**src/rtl/emu_float_ctrl.sv**
```systemverilog
module emu_float_ctrl #(
  parameter int SYNC_STAGES = 2
) (
  input  logic clk,
  input  logic rst,
  input  logic float_req_n,
  input  logic hold_ack,
  input  logic start_req,
  output logic float_all,
  output logic abort_cycle,
  output logic need_reset,
  output logic bus_oe,
  output logic hlda_oe,
  output logic start_ok
);

  logic [SYNC_STAGES-1:0] sync_q;
  logic                   float_d;

  // free-running synchroniser: float must be seen even while reset is held
  always_ff @(posedge clk) begin
    sync_q <= {sync_q[SYNC_STAGES-2:0], float_req_n};
    float_d <= float_all;
  end

  assign float_all   = ~sync_q[SYNC_STAGES-1];
  assign abort_cycle = float_all & ~float_d;

  always_ff @(posedge clk) begin
    if (float_all)
      need_reset <= 1'b1;
    else if (rst)
      need_reset <= 1'b0;
  end

  assign bus_oe   = ~float_all & ~hold_ack;
  assign hlda_oe  = ~float_all;
  assign start_ok = start_req & ~rst & ~float_all & ~need_reset;

endmodule

```
**config.mk**
```make
export PLATFORM = sky130hd
export DESIGN_NAME = emu_float_ctrl
export DESIGN_NICKNAME = d
export VERILOG_FILES = /design/src/rtl/emu_float_ctrl.sv
export SDC_FILE = /design/constraint.sdc
export NUM_CORES = 1
export LEC_CHECK = 0
export BUFFER_PORTS_ARGS = -buffer_cell sky130_fd_sc_hd__buf_4
export CORE_AREA = 4 4 41 43
export CTS_BUF_LIST = sky130_fd_sc_hd__clkbuf_8
export CTS_CLUSTER_SIZE = 24
export DETAILED_ROUTE_END_ITERATION = 7
export DIE_AREA = 0 0 45 47
export SETUP_SLACK_MARGIN = 0.2
export SYNTH_ARGS = -nofsm -noshare
export SYNTH_HDL_FRONTEND = slang
export SYNTH_SLANG_ARGS = --single-unit
```
**constraint.sdc**
```tcl
create_clock -name clk -period 1.65 [get_ports clk]
set_clock_uncertainty 0.05 [all_clocks]
set_input_delay 0.0825 -clock clk [delete_from_list [all_inputs] [get_ports clk]]
set_output_delay 0.0825 -clock clk [all_outputs]
set_load 0.03 [all_outputs]
```
==> impl_results.md, run 1 <==
- Status: finished, final reports clean
- RD Place Congestion: around 0.55
- CP Class: reg2out
- Pleak: 0.129 nW
- Post_cts resized: 0
- Hold Path End: need_reset
- Netlist Area Pre-Place: between 100 and 150 sq um
- Max Clk Rate: 923 MHz
- Global routing's busiest layer: met3
- Core box area: about 0.0013 sq mm
- H-tree Lvls: 1
- Synth warn: 0
- GRT Util Overall: 0.0340
- Worst R2R Setup Slack: between 0.9 and 1 ns
- CTS tree: built
- Via count: around 120
- Remaining global-route overflow: 0
- Root buffer cell: clkbuf_8
- Vias in the first global route: 95
- RR Startpoint: need_reset
- Final period utilization: 0.656
- Die height: approximately 47 um
- Maxcap violations: 0
- Clock-pin slew on the worst setup and hold paths: 0.03 ns
- Synth cell types: 6
- RSZ-0062 raised after global routing: false
- Synth top area cells: dfxtp_1 70%, nor3_2 8.8%, inv_1 6.6%
- Commonest cells in the netlist: 4 x dfxtp_1, 2 x inv_1, 2 x nor2_1
- Post-synthesis xor/xnor area fraction: 0
- Area growth from synthesis to layout: 127%
- Pin count of the biggest net entering global routing: 6
- Number of cells on the worst hold path: 2
- Reg area: around 80 sq um
- Seq/Total Area, Yosys: 0.703
- N_diodes: 0
- Peak VDD IR: roughly 0.54 mV
- Mapped Nets: 16
- Num CTS Buffers: 3
- Synth Flop Type: dfxtp_1
- Met1 Usage GRT: 0.0273
- Total power: 0.349 mW
- Drt total wl: between 200 and 300 um
- CP Max Fanout: 5
- Footprint of the multi-input gates: 26.3 sq um
- Post-DRT Antenna Nets: 0
- Worst-margin pin slew: about 0.15 ns
- Worst EP arrival: ~0.95 ns
- Final min period: about 1.1 ns
- Final nets: 32
- CP Capture Type: primary output
- Clk_lat worst skew: 0.21 ns
- Clock sinks: 4
- FF-to-FF End: need_reset
- Initial antenna violation count: 0
- HP Start: rst
- Fillers: 152
- IO Pins: 11
- Finish-stage setup viols: 0
- Max incr delay on CP: roughly 0.37 ns
- Die W: between 40 and 50 um
- Avg Inst Size Synth: between 10 and 15 sq um
- First-pass GRT wire length: about 390 um
- Setup TNS Final: 0 ns
- Share of cells above drive strength 1: 0.560
- Final Max Slew Viols: 0
- Synth Area in Adders: 0
- CP Data Required Time: 1.52 ns
- Asr flop ratio synth: 0
- Cells after synthesis: 11
- Total iterations of the first detailed-routing run: 2
- Top-area cell type share of the netlist area: 0.703
- Worst-path cell chain: nand2_1 -> nor3_2 -> buf_4
- Final hold violation count: 0
- DR vias/cell: around 3.0
- Num rows: 13
- Mux cell area share after synthesis: 0
- Main combinational cell family by area after synthesis: simple AND/OR/NAND/NOR gates
- Initial DRC Count: 3
- Drt wl/cell: ~7.0 um
- Yosys top cell by area: dfxtp_1
- Pwr Density: 1350 mW/mm^2
- Die area: 0.00212 sq mm
- Post-detailed-route DRC marker count: 0
- Port bufs: 10
- Synth Register Bits: 4
- Compound-Gate Fraction of Synth Area: 0.0440
- Most frequent cell after synthesis: dfxtp_1
- EDFF count, synth: 0
- Met3 global-route usage: 0.0690
- Starting Density: 0.0875
- Simple-gate portion of the synthesized area: 0.187
- Slowest-stage cell, CP: dfxtp_1
- Grt met2 use: 0.0282
- CP Launch Type: flop
- HP Class: in2reg
- CTS Buffer Depth: 2
- Cells on worst reg2reg path: 2
- Rel. slew slack: 0.901
-- logic make-up (layout without fill, tap and decap cells) --
logic type             count (synthesis)  after routing
flip-flops                             4              4
AND/OR/NAND/NOR                        4              4
buffers and inverters                  2             16
AO/OA/AOI/OAI                          1              1
-- worst max path at each step --
| stage | endpoint | cells after the start | from | slack, ns |
|---|---|---|---|---|
| 2_1_floorplan | bus_oe | 2 | sync_q[1] | 0.26 |
| 4_1_cts | start_ok | 3 | sync_q[1] | 0.55 |
| 3_5_place_dp | start_ok | 3 | sync_q[1] | 0.78 |
| 5_1_grt | bus_oe | 3 | sync_q[1] | 0.46 |
| 3_3_place_gp | start_ok | 3 | sync_q[1] | 0.80 |
| 6_report | start_ok | 3 | sync_q[1] | 0.57 |
-- registers in the layout, summed over array words and instances (netlist names) --
name,cells
sync_q,2
float_d,1
need_reset,1
-- placed cells by master (no fill, tap or decap) --
cell type / n
nand2_1: 1
buf_4: 10
o21ai_0: 1
clkbuf_8: 3
dfxtp_1: 4
nor2_1: 2
nor3_2: 1
inv_1: 2
dlygate4sd3_1: 1
-- report_power, final --
part / total, mW / internal (mW) / switching, mW / leakage [nW]
Sequential: 0.107 / 0.103 / 0.00355 / 0.0337
Combinational: 0.0402 / 0.0182 / 0.0220 / 0.0742
Clock: 0.202 / 0.155 / 0.0467 / 0.0216
Total: 0.349 / 0.277 / 0.0723 / 0.129
-- metal layers --
metal | vias up | share of wire | wire (um)
li1 | 61 | - | -
met1 | 47 | 0.32 | 90
met3 | 0 | 0.32 | 89
met4 | 0 | 0 | 0
met2 | 11 | 0.36 | 100
met5 | - | 0 | 0
-- metrics by stage --
step	std cells	cell area [sq um]	setup WS (ns)	utilization	hold WS, ns
after floorplan	11	114	0.262	-	0.0602
after global placement	36	208	0.799	0.160	0.138
after detailed placement	36	208	0.784	0.160	0.138
after CTS	40	259	0.553	0.199	0.0195
after global routing	40	259	0.463	0.199	0.0374
final	40	259	0.567	0.199	0.0255
-- layout make-up --
type,count,share of cell area
clock buffer,3,0.159
timing repair buffer,11,0.329
sequential,4,0.309
tap,15,0.0725
multi-input combinational,5,0.101
inverter,2,0.0290
-- repair_timing --
action / in CTS / in global routing
endpoints found under the hold margin: 1 / 0
hold buffers: 1 / 0
buffers inserted: 0 / 0
-- critical path, delay by kind of cell (launching register included) --
kind | cells | cell delay, ns
buffers and inverters | 1 | 0.18
flip-flops | 1 | 0.37
AND/OR/NAND/NOR | 2 | 0.19
Note: power is estimated with default switching activity, not from simulation.
==> inputs of run 2 (changes only) <==
clock period = 1.1 ns   (was 1.65 ns; I/O delays follow)
==> run 2 against run 1 <==
Effect of this change: via count decreased by 4.2%; critical endpoint unchanged; hold slack worse by 0.019 ns; final area rose by 16%; die area stayed put; core utilization grew 3.2 points; largest power group unchanged.
==> impl_results.md, run 2 (same netlist as run 1, synthesis figures left out) <==
- Status: finished, final reports clean (unchanged)
- HP Class: in2reg (unchanged)
- CP Capture Type: primary output (unchanged)
- Final min period: 0.997 ns
- Post-CTS setup buffer count: 0 (unchanged)
- Hold_ws: 0.00685 ns (was 0.0255 ns)
- Post-DRT Antenna Nets: 0 (unchanged)
- Port bufs: 10 (unchanged)
- Starting Density: 0.0875 (unchanged)
- Pleak: 0.147 nW (was 0.129 nW)
- Final period utilization: 0.906
- Pwr Density: 1820 mW/mm^2 (was 1350 mW/mm^2)
- Die area: 0.00212 sq mm (unchanged)
- CP delay by family, top: flip-flops (unchanged)
- RD Place Congestion: 0.652 (was 0.553)
- Reg power frac: 0.295 (was 0.306)
- Share of cells above drive strength 1: 0.731 (was 0.560)
- IO Pins: 11 (unchanged)
- NetSw: 0.123 mW (was 0.0723 mW)
- Total iterations of the first detailed-routing run: 1 (was 2)
- Top flop regs: sync_q: 2 flops, float_d: 1 flops, need_reset: 1 flops (unchanged)
- Slowest-stage cell, CP: dfxtp_4 (was dfxtp_1)
- Die W: 45 um (unchanged)
- Initial antenna violation count: 0 (unchanged)
- Most frequent cells in the layout: 7 x buf_4, 3 x clkbuf_8, 3 x buf_6, 2 x inv_1, 2 x dfxtp_1 (was 10 x buf_4, 4 x dfxtp_1, 3 x clkbuf_8, 2 x nor2_1, 2 x inv_1)
- Total power: 0.548 mW (was 0.349 mW)
- Drt wl/cell: 7.46 um (was 6.98 um)
- Vias in the first global route: 118 (was 95)
- Final Max Slew Viols: 0 (unchanged)
- Worst-margin pin slew: 0.132 ns (was 0.148 ns)
- CP Max Fanout: 5 (unchanged)
- Reg area: 85.1 sq um (was 80.1 sq um)
- Worst EP arrival: 0.89 ns (was 0.95 ns)
- Worst-path cell chain: nand2_4 -> nor3_4 -> buf_6 (was nand2_1 -> nor3_2 -> buf_4)
- Max reg flops: 2 (unchanged)
- DR vias/cell: 2.78 (was 2.98)
- Num CTS Buffers: 3 (unchanged)
- CP Class: reg2out (unchanged)
- Post-detailed-route DRC marker count: 0 (unchanged)
- Sw Ratio: 0.224 (was 0.207)
- Initial DRC Count: 0 (was 3)
- Root buffer cell: clkbuf_8 (unchanged)
- Drt total wl: 306 um (was 279 um)
- Clock sinks: 4 (unchanged)
- Clk_lat worst skew: 0.22 ns (was 0.21 ns)
- Most flop-heavy register: sync_q (unchanged)
- Final hold violation count: 0 (unchanged)
- Final nets: 32 (unchanged)
- Remaining global-route overflow: 0 (unchanged)
- Via count: 114 (was 119)
- Fillers: 147 (was 152)
- Clock-pin slew on the worst setup and hold paths: 0.03 ns (about the same)
- H-tree Lvls: 1 (unchanged)
- CTS Buffer Depth: 2 (unchanged)
- Area after DPL: 229 sq um (was 208 sq um)
- Setup TNS Final: 0 ns (unchanged)
- RSZ-0062 raised after global routing: true (was false)
- Footprint of the multi-input gates: 47.5 sq um (was 26.3 sq um)
- Num rows: 13 (unchanged)
- Finish-stage setup viols: 0 (unchanged)
- Most common cell after layout, fill and taps aside: buf_4 (unchanged)
- Post-route cell area: 300 sq um (was 259 sq um)
- Max Clk Rate: 1000 MHz
- Clock Power Share: 0.574 (was 0.579)
- Logic pwr share: 0.131 (was 0.115)
- First-pass GRT wire length: 489 um (was 386 um)
- Peak VDD IR: 0.527 mV (was 0.536 mV)
- Max incr delay on CP: 0.37 ns (about the same)
- Detailed Place HPWL: roughly 250 um
- Core box area: 0.00130 sq mm (unchanged)
- Area growth from synthesis to layout: 164% (was 127%)
- CTS tree: built (unchanged)
- Internal cell power: 0.425 mW (was 0.277 mW)
- GRT Util Overall: 0.0396 (was 0.0340)
- Maxcap violations: 0 (unchanged)
- CP Data Required Time: 1.00 ns (was 1.52 ns)
- Die height: 47 um (unchanged)
- CP Launch Type: flop (unchanged)
- Rel. slew slack: 0.911 (was 0.901)
- Pin count of the biggest net entering global routing: 6 (unchanged)
- N_diodes: 0 (unchanged)
- CP bufs+invs: 1 (unchanged)
[run 2: changes by cell type in the layout (fill, tap and decap cells not counted)]
cell | previous run | this run
nand2_1 | 1 | 0
nor2_1 | 2 | 1
nor3_4 | 0 | 1
nor3_2 | 1 | 0
inv_2 | 0 | 1
dfxtp_2 | 0 | 1
buf_6 | 0 | 3
dfxtp_1 | 4 | 2
nand2_4 | 0 | 1
nor2_4 | 0 | 1
dfxtp_4 | 0 | 1
buf_4 | 10 | 7
[run 2: timing repair]
| action | in CTS | in global routing |
|---|---|---|
| hold buffers | 1 | 0 |
| pin swaps | 1 | 0 |
| endpoints found under the hold margin | 1 | 0 |
| gates resized for setup | 4 | 0 |
| setup endpoints to repair | 4 | 4 |
[run 2: metrics by stage]
stage	utilization	std cells	worst slack (ns)
after detailed placement	0.176	36	0.259
after CTS	0.231	41	0.0839
final	0.231	41	0.103
after floorplan	-	11	0.189
after global placement	0.176	36	0.271
after global routing	0.231	41	0.0640
[run 2: final timing paths]
| path | from | to | slack, ns | depth (start not counted) |
|---|---|---|---|---|
| setup reg to reg | need_reset | need_reset | 0.44 | 2 |
| hold reg to reg | sync_q[0] | sync_q[1] | 0.27 | 0 |
| setup / recovery | sync_q[1] | start_ok | 0.10 | 3 |
| hold / removal | rst | need_reset | 0.007 | 2 |
[run 2: power groups by stage]
stage,combinational [mW],clock (mW),sequential (mW)
detailed placement,0.0651,0,0.163
global placement,0.0652,0,0.163
floorplan,0.0239,0,0.172
CTS,0.0728,0.330,0.162
finish,0.0717,0.315,0.162
global route,0.0765,0.338,0.163
[run 2: metal layers]
metal  vias to the layer above  wire length (um)  global-route usage
li1                         63                 -                   -
met1                        41               128              0.0365
met2                        10               107              0.0424
met3                         0                70              0.0383
met4                         0                 0              0.0526
met5                         -                 0                   0
[run 2: cell type report]
class,instances,area share
clock buffer,3,0.137
clock inverter,1,0.0125
inverter,2,0.0250
multi-input combinational,5,0.158
sequential,4,0.283
tap,15,0.0625
timing repair buffer,11,0.321
